$ cat src/rtl/npc_pkg.sv
// Shared definitions for the next-PC unit: opcode values and the
// next-address selector. Assumes a 6-bit opcode in the top instruction bits.
package npc_pkg;
    localparam int unsigned OPC_W = 6;

    localparam logic [OPC_W-1:0] OPC_JUMP  = 6'd2;
    localparam logic [OPC_W-1:0] OPC_BR_EQ = 6'd4;
    localparam logic [OPC_W-1:0] OPC_BR_NE = 6'd5;

    typedef enum logic [1:0] {
        NXT_SEQ    = 2'd0,
        NXT_BRANCH = 2'd1,
        NXT_JUMP   = 2'd2
    } nxt_kind_e;
endpackage

$ cat src/rtl/npc_decode.sv
// Opcode classifier and branch condition evaluator.
// Assumes: opcode in the top OPC_W bits of the instruction word; operand
// values were already read for the rs and rt fields by the datapath.
module npc_decode
    import npc_pkg::*;
#(
    parameter int unsigned INSTR_W = 32,
    parameter int unsigned DATA_W  = 32
) (
    input  logic [INSTR_W-1:0] instr,
    input  logic [DATA_W-1:0]  opa,
    input  logic [DATA_W-1:0]  opb,
    output nxt_kind_e          kind,
    output logic               take
);
    localparam int unsigned OPC_LO = INSTR_W - OPC_W;

    logic [OPC_W-1:0]  opcode;
    logic [DATA_W-1:0] diff_bits;
    logic              operands_eq;

    assign opcode = instr[INSTR_W-1:OPC_LO];

    // Per-bit mismatch vector, built bit by bit so the equality is a flat OR tree.
    for (genvar gi = 0; gi < DATA_W; gi++) begin : g_cmp
        assign diff_bits[gi] = opa[gi] ^ opb[gi];
    end

    // Equality of the two operand values.
    always_comb begin
        operands_eq = (diff_bits == '0);
    end

    // Classify opcode and resolve the branch condition.
    always_comb begin
        kind = NXT_SEQ;
        take = 1'b0;
        unique case (opcode)
            OPC_BR_EQ: begin
                kind = NXT_BRANCH;
                take = operands_eq;
            end
            OPC_BR_NE: begin
                kind = NXT_BRANCH;
                take = !operands_eq;
            end
            OPC_JUMP: begin
                kind = NXT_JUMP;
                take = 1'b1;
            end
            default: begin
                kind = NXT_SEQ;
                take = 1'b0;
            end
        endcase
    end
endmodule

$ cat src/rtl/npc_target.sv
// Target address generator: sequential, PC-relative and region-absolute.
// Assumes: word-aligned PC, a word-count immediate of IMM_W bits in the low
// instruction bits, and a jump index of JIDX_W bits in the low instruction bits.
module npc_target
    import npc_pkg::*;
#(
    parameter int unsigned ADDR_W  = 32,
    parameter int unsigned INSTR_W = 32,
    parameter int unsigned IMM_W   = 16,
    parameter int unsigned JIDX_W  = 26
) (
    input  logic [ADDR_W-1:0]  pc,
    input  logic [INSTR_W-1:0] instr,
    input  nxt_kind_e          kind,
    input  logic               take,
    output logic [ADDR_W-1:0]  pc_plus4,
    output logic [ADDR_W-1:0]  pc_next
);
    localparam int unsigned REGION_W = ADDR_W - JIDX_W - 2;
    localparam int unsigned SEXT_W   = ADDR_W - IMM_W - 2;
    localparam logic [ADDR_W-1:0] WORD_BYTES = ADDR_W'(4);

    logic [IMM_W-1:0]  imm;
    logic [ADDR_W-1:0] byte_off;
    logic [ADDR_W-1:0] br_target;
    logic [ADDR_W-1:0] jmp_target;

    assign imm = instr[IMM_W-1:0];

    // Sequential address; the carry out of the top bit is dropped.
    always_comb begin
        pc_plus4 = pc + WORD_BYTES;
    end

    // Word offset, sign-extended and scaled to bytes, added to PC+4.
    always_comb begin
        byte_off  = {{SEXT_W{imm[IMM_W-1]}}, imm, 2'b00};
        br_target = pc_plus4 + byte_off;
    end

    // Jump keeps the current region bits and replaces the rest.
    always_comb begin
        jmp_target = {pc[ADDR_W-1 -: REGION_W], instr[JIDX_W-1:0], 2'b00};
    end

    // Final selection of the next address.
    always_comb begin
        pc_next = pc_plus4;
        if (kind == NXT_BRANCH && take) begin
            pc_next = br_target;
        end else if (kind == NXT_JUMP) begin
            pc_next = jmp_target;
        end
    end
endmodule

$ cat src/rtl/npc_unit.sv
// Next program counter unit: holds the PC and advances it each enabled cycle.
// Assumes: RESET_VEC is word-aligned; the instruction word and operand values
// for the current PC are presented in the same cycle.
module npc_unit
    import npc_pkg::*;
#(
    parameter int unsigned ADDR_W    = 32,
    parameter logic [31:0] RESET_VEC = 32'h0000_0000
) (
    input  logic        clk,
    input  logic        rst_n,
    input  logic        en,
    input  logic [31:0] instr,
    input  logic [31:0] rs_val,
    input  logic [31:0] rt_val,
    output logic [31:0] pc,
    output logic [31:0] pc_plus4
);
    localparam int unsigned INSTR_W = 32;

    nxt_kind_e         kind;
    logic              take;
    logic [ADDR_W-1:0] pc_q;
    logic [ADDR_W-1:0] pc_next;
    logic [ADDR_W-1:0] pc_inc;

    npc_decode #(
        .INSTR_W (INSTR_W),
        .DATA_W  (32)
    ) u_decode (
        .instr (instr),
        .opa   (rs_val),
        .opb   (rt_val),
        .kind  (kind),
        .take  (take)
    );

    npc_target #(
        .ADDR_W  (ADDR_W),
        .INSTR_W (INSTR_W),
        .IMM_W   (16),
        .JIDX_W  (26)
    ) u_target (
        .pc       (pc_q),
        .instr    (instr),
        .kind     (kind),
        .take     (take),
        .pc_plus4 (pc_inc),
        .pc_next  (pc_next)
    );

    // PC register: synchronous reset to the vector, load only when enabled.
    always_ff @(posedge clk) begin
        if (!rst_n) begin
            pc_q <= RESET_VEC;
        end else if (en) begin
            pc_q <= pc_next;
        end
    end

    assign pc       = pc_q;
    assign pc_plus4 = pc_inc;

    AST_RESET_LOAD: assert property (@(posedge clk)
        !rst_n |=> pc == RESET_VEC);
    AST_HOLD_DISABLED: assert property (@(posedge clk) disable iff (!rst_n)
        !en |=> $stable(pc));
    AST_SEQ_STEP: assert property (@(posedge clk) disable iff (!rst_n)
        (en && kind == NXT_SEQ) |=> pc == $past(pc_plus4));
    AST_BRANCH_FALLTHRU: assert property (@(posedge clk) disable iff (!rst_n)
        (en && kind == NXT_BRANCH && !take) |=> pc == $past(pc_plus4));
    AST_JUMP_REGION: assert property (@(posedge clk) disable iff (!rst_n)
        (en && kind == NXT_JUMP) |=> pc[31:28] == $past(pc[31:28]));
    AST_WORD_ALIGN: assert property (@(posedge clk) disable iff (!rst_n)
        $past(rst_n) |-> pc[1:0] == 2'b00);
endmodule

$ cat config.mk
export PLATFORM = sky130hd
export DESIGN_NAME = npc_unit
export DESIGN_NICKNAME = d
export VERILOG_FILES = /design/src/rtl/npc_pkg.sv /design/src/rtl/npc_decode.sv /design/src/rtl/npc_target.sv /design/src/rtl/npc_unit.sv
export SDC_FILE = /design/constraint.sdc
export NUM_CORES = 1
export LEC_CHECK = 0
export BUFFER_PORTS_ARGS = -buffer_cell sky130_fd_sc_hd__clkbuf_2
export CAP_MARGIN = 15
export CORE_ASPECT_RATIO = 0.8
export CORE_MARGIN = 5
export CORE_UTILIZATION = 30
export CTS_CLUSTER_DIAMETER = 30
export CTS_CLUSTER_SIZE = 10
export DETAILED_ROUTE_END_ITERATION = 10
export GPL_TIMING_DRIVEN = 0
export PLACE_DENSITY = 0.49
export SETUP_SLACK_MARGIN = 0.02
export SLEW_MARGIN = 20
export SYNTH_ARGS = -nofsm -noshare
export SYNTH_HDL_FRONTEND = slang
export SYNTH_SLANG_ARGS = --single-unit
$ cat constraint.sdc
create_clock -name clk -period 4.15 [get_ports clk]
set_input_delay 0.83 -clock clk [delete_from_list [all_inputs] [get_ports clk]]
set_output_delay 0.83 -clock clk [all_outputs]
set_load 0.02 [all_outputs]
# Word level (Yosys, flattened, before mapping)
# Cells that the tools add are included.
totals:
  out_inout_bits: 64
  word_cells: 51
  ff_bits: 32
  in_bits: 99
classes:
  n_eq_ne: 6
  n_reduce_logical: 5
  n_bitwise: 32
  muxes: 4
  addsub: 2
op_table:
  columns: ["op", "n"]
  rows:
  - ["$mux 32", 2]
  - ["$add 32x3->32 const B", 1]
  - ["$add 32x32->32", 1]
  - ["$logic_not 32->1", 1]
  - ["$xor 1x1->1", 32]
  - ["$eq 6x3->1 const B", 2]
  - ["$eq 6x2->1 const B", 1]
  - ["$pmux 2 s2", 1]
  - ["$pmux 1 s3", 1]
  - ["$eq 2x1->1 const B", 1]
  - ["$eq 2x2->1 const B", 1]
  - ["$ne 2x1->1 const B", 1]
  - ["$reduce_and 2->1", 1]
  - ["$reduce_or 2->1", 1]
  - ["$logic_and 1x1->1", 1]
  - ["$logic_not 1->1", 1]

# Logic depth before layout (Yosys ltp)
# Gate-level depths: netlist of the first run.
logic_depth:
  word_depth: 7
  depth_mapped: 17
  depth_no_buf: 16

# Modules after synthesis
# A second synthesis of the first run with hierarchy kept.
hier_totals:
  hier_cells: 545
  area_unflattened_um2: 4390.5
modules_own_cells:
  columns: ["mod", "cells_per_inst", "n_inst", "seq_area_each_um2", "area_per_inst_um2"]
  rows:
  - ["npc_target", 394, 1, 0.0, 2755.1]
  - ["npc_unit", 103, 1, 640.6, 1243.7]
  - ["npc_decode", 48, 1, 0.0, 391.6]

# Worst setup path before layout of the first run
# Ideal clock, no wire load.
synth_timing:
  kind: "register to register"
  startpoint: "reg pc_q[2], in the netlist pc[2]"
  endpoint: "reg pc_q[31], in the netlist pc[31]"
  path_buffers: 0
  path_slack_ns: -0.120
  arrival_ns: 4.198
  stages_incl_launch_ff: 17
  setup_time_ns: 0.072
  t_required_ns: 4.078
  synth_period_minus_slack_ns: 4.270
  path_cell_list: "dfxtp_1 ha_1 nand4_1 nor3_2 nand2_1 or3_4 nor2_2 xor2_1 ha_1 a21o_1 a21o_1 a21oi_1 o22ai_1 o31a_1 or4_1 a21oi_1 mux2i_1"
synth_via:
  elab_chain_len: 3
  word_cells_on_any_way: 4
  cone_classes: "add/sub: 2; mux: 2"
synth_lines:
  columns: ["item", "line_no", "rtl"]
  rows:
  - ["start, declared", "npc_unit.sv:23", "logic [ADDR_W-1:0] pc_q;"]
  - ["start signal, assigned", "npc_unit.sv:57", "pc_q <= pc_next;"]
  - ["$add 32x3->32", "npc_target.sv:32", "pc_plus4 = pc + WORD_BYTES;"]
  - ["via pc_plus4[24]", "npc_unit.sv:17", "output logic [31:0] pc_plus4"]
  - ["$add 32x32->32", "npc_target.sv:38", "br_target = pc_plus4 + byte_off;"]
  - ["$mux 32", "npc_target.sv:49", "if (kind == NXT_BRANCH && take) begin"]
# The timed path passes the listed nets, and every way through them passes these cells. The select of a mux whose other input is x is not followed.
# A chain may end at the register's enable or synchronous reset.

# Worst setup path in the final report of the first run
layout_timing:
  startpoint: "reg pc_q[2], in the netlist pc[2]"
  endpoint: "reg pc_q[31], in the netlist pc[31]"
layout_via:
  elab_chain_len: 3
  word_cells_on_any_way: 4
  cone_classes: "add/sub: 2; mux: 2"
layout_lines:
  columns: ["item", "line_no"]
  rows:
  - ["$add 32x3->32 *", "npc_target.sv:32"]
  - ["$add 32x32->32 or $mux 32 (tied branches)", "npc_target.sv:38, npc_target.sv:51"]
  - ["$mux 32 *", "npc_target.sv:49"]
# Every way passes the cells marked *; elsewhere a longest branch is shown, timed or not. The select of a mux whose other input is x is not followed.

==> results.md, run 1 <==
- Top FF cell, synth: dfxtp_1
- Cells on worst reg2reg path: 15
- Fin crit period: between 3000 and 4000 ps
- Vias/cell: approximately 5.2
- HP Class: reg2reg
- Dpl hpwl: 13.1 mm
- Syn-to-layout area delta: 33.8%
- Share of post-route cells with drive strength above 1: around 33%
- Antenna diodes: 0
- Final setup fails: 0
- Cells after synthesis: 550
- CTS Buf Count: 5
- Slew Limit Fails: 0
- Largest register FFs: 30
- Layout Utilization: 40.7%
- Wirelength per Cell: 18.0 um
- Leak pwr: between 2 and 3 nW
- Global Route Usage Sum: about a fifth
- Die H: 117 um
- Max-cap viol count: 0
- Slowest cell delay on critical path: about 440 ps
- Synth top area cells: dfxtp_1 (14%), xnor2_1 (12%), ha_1 (10%), mux2i_1 (7.0%), a21oi_1 (5.1%)
- Outcome: complete, no violations
- Kind of critical path: reg2reg
- First-pass iteration count of the detailed router: 5
- Fmax achieved: roughly 250 MHz
- Leading area contributor after synthesis: dfxtp_1
- WP depth: 15
- EDFF count, synth: 0
- CTS tree: done
- Reg power frac: about a quarter
- Clock transition at path regs: 50 ps
- Met1 wire length: 7.96 mm
- Clock sinks: 30
- Remaining DRCs: 0
- Final-report hold violation count: 0
- Die X: 144 um
- Synth warnings: 0
- Clock skew: around 12 ps
- Die area: between 15000 and 20000 um2
- Worst setup SP type: flop
- Crit path max-delay family: simple AND/OR/NAND/NOR gates
- Final worst-path cycle share: a little over nine tenths
- Clock power share: roughly 33%
- Cell area after synthesis: ~4300 um2
- Final cell count without fillers: 912
- Fin nets: 864
- Critical Path RT: about 4400 ps
- Post-synthesis cell type count: roughly 70
- Initial antenna violation count: 0
- Max_slew headroom: between 30% and 40%
- Starting Density: around 30%
- Core area: 14200 um2
- Combinational Power Share: around 43%
- First-pass GRT wire length: roughly 26 mm
- Setup crit end kind: flop
- Sw Share: 37.4%
- Post-synthesis sequential area ratio: approximately 14%
- Io pins: 163
- CTS H-Tree Depth: 2
- Commonest non-fill, non-tap cells in the layout: clkbuf_2 (158), xnor2_1 (56), a21oi_1 (43)
- Int Pwr: about 0.00086 W
- Placed cell count: a little under 900
- RSZ-0062 raised after global routing: true
- Worst Max-Slew Pin Slew: 962 ps
- Total congestion overflow: 0
- Post-synth top area share: 13.9%
- Placed cell areas: roughly 5400 um2
- Number of global-route vias before repair: around 4800
- CTS Root Cell: clkbuf_16
- Buf+Inv Stages, Crit Path: 0
- Most common cell after layout, fill and taps aside: clkbuf_2
- Largest fanout on the critical path: 7
- Peak supply drop: between 0.1 and 0.15 mV
- Filler cells: about 1500
- Synth async-reset ratio: 0%
- Syn Area/Cell: 7.85 um2
- CP cell instances: ha_4, nand4_1, nor3_4, nand2_4, or3_4, nor2_1, xor2_2, ha_1, a21o_1, a21oi_1, o22ai_1, o31a_1, or4_1, a21oi_2, mux2i_1
- Via count: between 4000 and 5000
- Met2 wire len: roughly 7.3 mm
- PortBufs: approximately 160
- Antenna viol nets, final: 0
- CP max-delay cell: or3_4
- FF+latch count, synth: 30
- Hold path cells: 2
- Starting DRT DRC Count: ~300
- RD Place Congestion: around 0.9
- Worst-skew pair later-pin latency: roughly 300 ps
- Worst path arrival time: roughly 4200 ps
- Post-route cell area: between 5000 and 6000 um2
- Post-Route WL: about 16 mm
- Power Dens Cells: ~240 nW/um2
- Max clock buf depth: 2
- Largest net degree at the start of global routing: 23
- Met3 WL: 992 um
- # rows: 39
- P_sw: about 0.00052 W
- Uppermost routed layer: met4
power groups by stage:
| stage | Clock, W | Sequential (W) | Combinational (W) |
|---|---|---|---|
| 2_1_floorplan | 0 | 0.000355 | 0.000365 |
| 3_3_place_gp | 0 | 0.000342 | 0.000555 |
| 3_5_place_dp | 0 | 0.000343 | 0.000563 |
| 4_1_cts | 0.000459 | 0.000338 | 0.000574 |
| 5_1_grt | 0.000471 | 0.000343 | 0.000647 |
| 6_report | 0.000448 | 0.000341 | 0.000591 |
per-layer routing:
layer | global-route usage, % | vias up
met2 | 28.6 | 141
met4 | 3.61 | 0
met5 | 0 | -
met3 | 3.50 | 15
met1 | 27.7 | 2259
li1 | - | 2359
metrics by stage:
| step | hold slack, ps | total power (W) | setup slack (ps) | setup TNS (ps) |
|---|---|---|---|---|
| 3_5_place_dp | 495 | 0.000906 | -625 | -3350 |
| 5_1_grt | 549 | 0.00146 | -58.8 | -58.8 |
| 2_1_floorplan | 562 | 0.000720 | 47.2 | 0 |
| 4_1_cts | 502 | 0.00137 | 50.4 | 0 |
| 3_3_place_gp | 479 | 0.000897 | -735 | -3720 |
| 6_report | 496 | 0.00138 | 159 | 0 |
cells by family (layout without fill, tap and decap cells):
family          after synthesis  in the layout  synth area share, %
simple gates                161            161                 20.2
other cells                   1              4               0.0868
compound gates              157            157                 23.3
mux                          39             39                 9.30
xor+xnor                     83             83                 17.2
buf+inv                      42            217                 5.16
fa+ha+maj                    37             37                 10.9
flops                        30             30                 13.9
final timing paths:
path / from / to / slack (ps)
min: pc[31] / pc[31] / 500
max reg2reg: pc[2] / pc[31] / 160
max: pc[2] / pc[31] / 160
min reg2reg: pc[31] / pc[31] / 500
Yosys cell counts, drive strengths merged (3+ instances only):
master / number
dfxtp: 30
a21oi: 44
and3: 7
mux2: 9
mux2i: 30
nand2: 40
nor4: 5
xnor2: 61
o31ai: 4
nand4: 18
o211ai: 5
nand3: 19
ha: 36
o31a: 3
inv: 17
a211oi: 11
nor2: 43
o21bai: 6
a31oi: 6
nor3: 11
and2: 3
nand2b: 3
clkbuf: 15
a21o: 19
xor2: 22
o21ai: 39
and4: 3
buf: 9
o21a: 3
worst min-delay path, cell delays in order (launching register included):
cell     delay (ps)
dfxtp_1         330
nand2_1          60
mux2i_1          50
what timing repair did:
item,in CTS,in global routing
endpoints found under the setup margin,8,5
hold buffers,0,0
resized for setup,15,16
setup buffers,4,7
pin swaps,3,3
cell type report:
cell class                 instances  area [um2]  area share [%]
buffer                            25         161            2.79
clock buffer                       6         139            2.40
clock inverter                     1        30.0           0.519
inverter                          17        63.8            1.10
multi-input combinational        481        3680            63.7
sequential                        30         608            10.5
tap                              184         230            3.98
timing repair buffer             168         868            15.0
Power figures use the tool's default switching activity.
==> inputs of run 2 (changes only) <==
- REMOVE_ABC_BUFFERS: default -> 1
==> run 2 against run 1 <==
Critical path type unchanged. Routed wire length fell by 6.0%. Non-clock buffer count fell by 14. Sequential power barely moved. Flip-flop and latch count did not move. Die area did not move. Utilization rose by 0.15 points. Critical endpoint unchanged.
==> results.md, run 2 (same netlist as run 1, synthesis figures left out) <==
- Outcome: complete, no violations
- Largest fanout on the critical path: 7
- RSZ-0062 raised after global routing: false
- Largest register FFs: 30
- Kind of critical path: reg2reg
- Max-cap viol count: 0
- Slack of the worst reg-to-reg path: roughly 140 ps
- Io pins: between 150 and 200
- RD Place Congestion: 0.849
- Setup crit end kind: flop
- Leak pwr: slightly below 3 nW
- Worst path arrival time: roughly 4200 ps
- R2R Path End: pc[31]
- Number of global-route vias before repair: around 4500
- Pre-CTS setup slack: -601 ps
- Initial antenna violation count: 0
- Remaining DRCs: 0
- PortBufs: around 160
- Worst setup path start: pc[3]
- Reg2reg start: pc[3]
- Via count: roughly 4700
- Hold Slack: 497 ps
- Post-Route WL: 15.5 mm
- HP Class: reg2reg
- Dpl hpwl: around 12 mm
- CTS tree: done
- M1 GR Usage: approximately 23%
- Worst-skew pair later-pin latency: just under 300 ps
- Vias/cell: slightly above 5
- Clock skew: roughly 6.4 ps
- Starting Density: a little over 30%
- Critical Path RT: roughly 4400 ps
- Syn-to-layout area delta: 34.3%
- Die H: roughly 120 um
- Share of post-route cells with drive strength above 1: between 30% and 40%
- Peak supply drop: around 0.13 mV
- Slew Limit Fails: 0
- Fin worst setup slack: 140 ps
- Met3 GRT Util: under 10%
- Final setup fails: 0
- Commonest non-fill, non-tap cells in the layout: clkbuf_2 (158), xnor2_1 (56), a21oi_1 (42)
- Antenna diodes: 0
- Antenna viol nets, final: 0
- Largest net degree at the start of global routing: 53
- Filler cells: approximately 1500
- Total power: about 0.0013 W
- Max clock buf depth: 2
- First-pass GRT wire length: 23.5 mm
- Fin nets: 850
- CTS Root Cell: clkbuf_16
- CTS Buf Count: 5
- Grt peak-use layer: met2
- CTS H-Tree Depth: 2
- Fmax achieved: 249 MHz
- CP Capture Point: pc[31]
- Core area: 14200 um2
- Final worst-path cycle share: 96.6%
- Clock sinks: 30
- Clock transition at path regs: around 60 ps
- Total congestion overflow: 0
- Max_slew headroom: a little over a quarter
- Cells on worst reg2reg path: 16
- Die X: roughly 140 um
- Worst Max-Slew Pin Slew: between 1000 and 1500 ps
- Power Dens Cells: 228 nW/um2
- Final-report hold violation count: 0
- # rows: 39
- GRT met2 Usage: between 20% and 30%
- Fin crit period: 4010 ps
- Starting DRT DRC Count: around 260
- Wirelength per Cell: between 15 and 20 um
- Die area: between 15000 and 20000 um2
- Most common cell after layout, fill and taps aside: clkbuf_2
- Global Route Usage Sum: 17.3%
- Worst setup SP type: flop
- First-pass iteration count of the detailed router: 5
==> run 2: routing by layer <==
layer / vias to the layer above / part of all wire (%)
met5: - / 0
met4: 0 / 1.1
met3: 10 / 8.0
met2: 168 / 47
met1: 2164 / 44
li1: 2316 / -
==> run 2: critical path: stages, from the launching register on <==
cell,delay [ps]
dfxtp_2,390
ha_4,160
nand4_1,180
nor3_4,310
nand2_2,140
or3_4,410
nor2_4,170
xor2_4,200
ha_4,250
a21o_1,160
a21o_1,190
a21oi_2,200
o22ai_1,130
o31a_1,270
or4_1,420
a21oi_2,170
mux2i_1,180
==> run 2: repair_timing <==
action	in CTS	in global routing
pin swaps	4	14
endpoints found under the setup margin	8	7
cloned	0	0
buffers inserted	10	10
endpoints found under the hold margin	0	0
resized for setup	17	34
hold buffers	0	0
==> run 2: worst min-delay path by stage <==
| stage | from | endpoint | slack, ps | depth (start not counted) |
|---|---|---|---|---|
| floorplan | pc[31] | pc[31] | 560 | 2 |
| global placement | pc[31] | pc[31] | 490 | 2 |
| detailed placement | pc[31] | pc[31] | 490 | 2 |
| CTS | pc[31] | pc[31] | 500 | 2 |
| global route | pc[31] | pc[31] | 520 | 2 |
| finish | pc[31] | pc[31] | 500 | 2 |
==> run 2: cell type report <==
| cell class | instances | area, um2 | area share (%) |
|---|---|---|---|
| clock inverter | 1 | 5.00 | 0.0863 |
| clock buffer | 7 | 143 | 2.46 |
| timing repair buffer | 179 | 968 | 16.7 |
| inverter | 17 | 63.8 | 1.10 |
| sequential | 30 | 611 | 10.5 |
| multi-input combinational | 481 | 3780 | 65.2 |
| tap | 184 | 230 | 3.97 |
==> run 2: through the flow <==
step	instances	setup TNS [ps]	cell area (um2)	utilization, %
after floorplan	528	-122	4170	-
after global placement	870	-2320	5190	36.6
after detailed placement	871	-2150	5230	36.8
after CTS	889	0	5530	38.9
after global routing	899	0	5800	40.9
final	899	0	5800	40.9
==> run 2: power breakdown <==
group | leakage [nW] | switching, W | total (W) | internal [W]
Sequential | 0.250 | 0.0000329 | 0.000340 | 0.000307
Combinational | 2.57 | 0.000330 | 0.000593 | 0.000263
Clock | 0.0739 | 0.000152 | 0.000390 | 0.000238
==> inputs of run 3 (changes only) <==
- RECOVER_POWER: default -> 50
==> run 3 against run 2 <==
Cell count is the same. Non-clock buffer count is the same. Maximum frequency grew 0.43%. Register-to-register slack gained 20 ps. Hold slack is essentially flat. Flip-flop and latch count is the same. Critical path type unchanged. Highest routed layer unchanged.
==> results.md, run 3 (same netlist as run 1, synthesis figures left out) <==
- Leak pwr: around 2.7 nW
- Vias/cell: between 5 and 6
- Starting DRT DRC Count: 241
- Worst setup SP type: flop
- Total power: approximately 0.0013 W
- HP Class: reg2reg
- Antenna viol nets, final: 0
- Critical Path RT: approximately 4400 ps
- Remaining DRCs: 0
- Largest net degree at the start of global routing: 53
- Via count: 4658
- RSZ-0062 raised after global routing: false
- Clock sinks: 30
- CTS Buf Count: 5
- Io pins: roughly 160
- Starting Density: between 30% and 40%
- First-pass iteration count of the detailed router: 5
- Initial antenna violation count: 0
- Final-report hold violation count: 0
- Total congestion overflow: 0
- Post-Route WL: 15.5 mm
- First-pass GRT wire length: approximately 24 mm
- Clock transition at path regs: about 60 ps
- Commonest non-fill, non-tap cells in the layout: clkbuf_2 (116), xnor2_1 (57), clkbuf_1 (43)
- Outcome: complete, no violations
- Wirelength per Cell: between 15 and 20 um
- Worst-skew pair later-pin latency: between 200 and 300 ps
- RD Place Congestion: 0.849
- Final worst-path cycle share: a little over nine tenths
- Core area: ~14000 um2
- Max_slew headroom: ~28%
- Worst Max-Slew Pin Slew: 1090 ps
- Final cell count without fillers: roughly 900
- CP max-delay cell: or4_1
- Slowest cell delay on critical path: between 400 and 500 ps
- CTS Hold Buffers Added: 0
- Fin nets: 850
- Power Dens Cells: between 200 and 250 nW/um2
- PortBufs: about 160
- # rows: 39
- Crit path max-delay family: simple AND/OR/NAND/NOR gates
- Largest register FFs: 30
- CTS H-Tree Depth: 2
- Peak supply drop: approximately 0.13 mV
- Fin crit period: 3990 ps
- Syn-to-layout area delta: 32.9%
- Clock skew: roughly 6.1 ps
- Slew Limit Fails: 0
- Share of post-route cells with drive strength above 1: 29.7%
- Dpl hpwl: around 12 mm
- Max-cap viol count: 0
- Buf+Inv Stages, Crit Path: 0
- CTS Root Cell: clkbuf_16
- CTS tree: done
- Setup crit end kind: flop
- Die X: 144 um
- Placed cell areas: around 5200 um2
- Die area: 16900 um2
- CP cell instances: ha_4, nand4_1, nor3_4, nand2_2, or3_4, nor2_4, xor2_4, ha_4, a21o_1, a21o_1, a21oi_2, o22ai_1, o31a_1, or4_1, a21oi_2, mux2i_1
- Post-route cell area: approximately 5700 um2
- Kind of critical path: reg2reg
- Antenna diodes: 0
- Global Route Usage Sum: between 10% and 20%
- Max clock buf depth: 2
- Final setup fails: 0
- Fmax achieved: roughly 250 MHz
- Most common cell after layout, fill and taps aside: clkbuf_2
- Largest fanout on the critical path: 7
- Placed cell count: 871
- Die H: between 100 and 150 um
- Worst path arrival time: about 4200 ps
- Number of global-route vias before repair: approximately 4500
==> run 3: tightest hold or removal path: stages, from the launching register on <==
cell and delay [ps]:
dfxtp_1 340, nand2_1 60, mux2i_1 50
==> run 3: path summary, 6_finish.rpt <==
path	start	endpoint	slack, ps	depth (start not counted)
worst max register to register	pc[3]	pc[31]	160	16
worst max-delay path	pc[3]	pc[31]	160	16
worst min-delay path	pc[31]	pc[31]	500	2
worst min register to register	pc[31]	pc[31]	500	2
==> run 3: layout make-up <==
| type | instances | area [um2] |
|---|---|---|
| Inverter | 17 | 63.8 |
| Fill cell | 1496 | 8460 |
| Sequential cell | 30 | 611 |
| Clock inverter | 1 | 5.00 |
| Tap cell | 184 | 230 |
| Multi-Input combinational cell | 481 | 3770 |
| Clock buffer | 7 | 143 |
| Timing Repair Buffer | 179 | 916 |
==> run 3: power breakdown <==
part	total [W]	leakage [nW]	internal (W)	switching (W)
registers	0.000340	0.250	0.000307	0.0000328
clock network	0.000391	0.0739	0.000238	0.000153
logic	0.000587	2.42	0.000257	0.000330
total	0.00132	2.74	0.000802	0.000516
==> run 3: stage by stage <==
| step | hold slack, ps | TNS (ps) | utilization [%] | setup WS, ps |
|---|---|---|---|---|
| after floorplan | 559 | -122 | - | -122 |
| final | 497 | 0 | 40.4 | 157 |
| after global placement | 488 | -2320 | 36.6 | -596 |
| after detailed placement | 494 | -2150 | 36.8 | -601 |
| after CTS | 502 | 0 | 38.9 | 21.2 |
| after global routing | 520 | 0 | 40.4 | 13.9 |
==> run 3: metal layers <==
layer,vias up,track usage (%),share of wire (%)
li1,2316,-,-
met1,2175,22.7,44
met2,157,29.2,47
met3,10,3.25,8.0
met4,0,4.25,1.0
met5,-,0,0
==> run 3: timing repair <==
item / 4_1_cts / 5_1_grt
endpoints found under the hold margin: 0 / 0
endpoints found under the setup margin: 8 / 7
gates resized for setup: 17 / 34
buffers inserted: 10 / 10
pin swaps: 4 / 14
gates cloned: 0 / 0
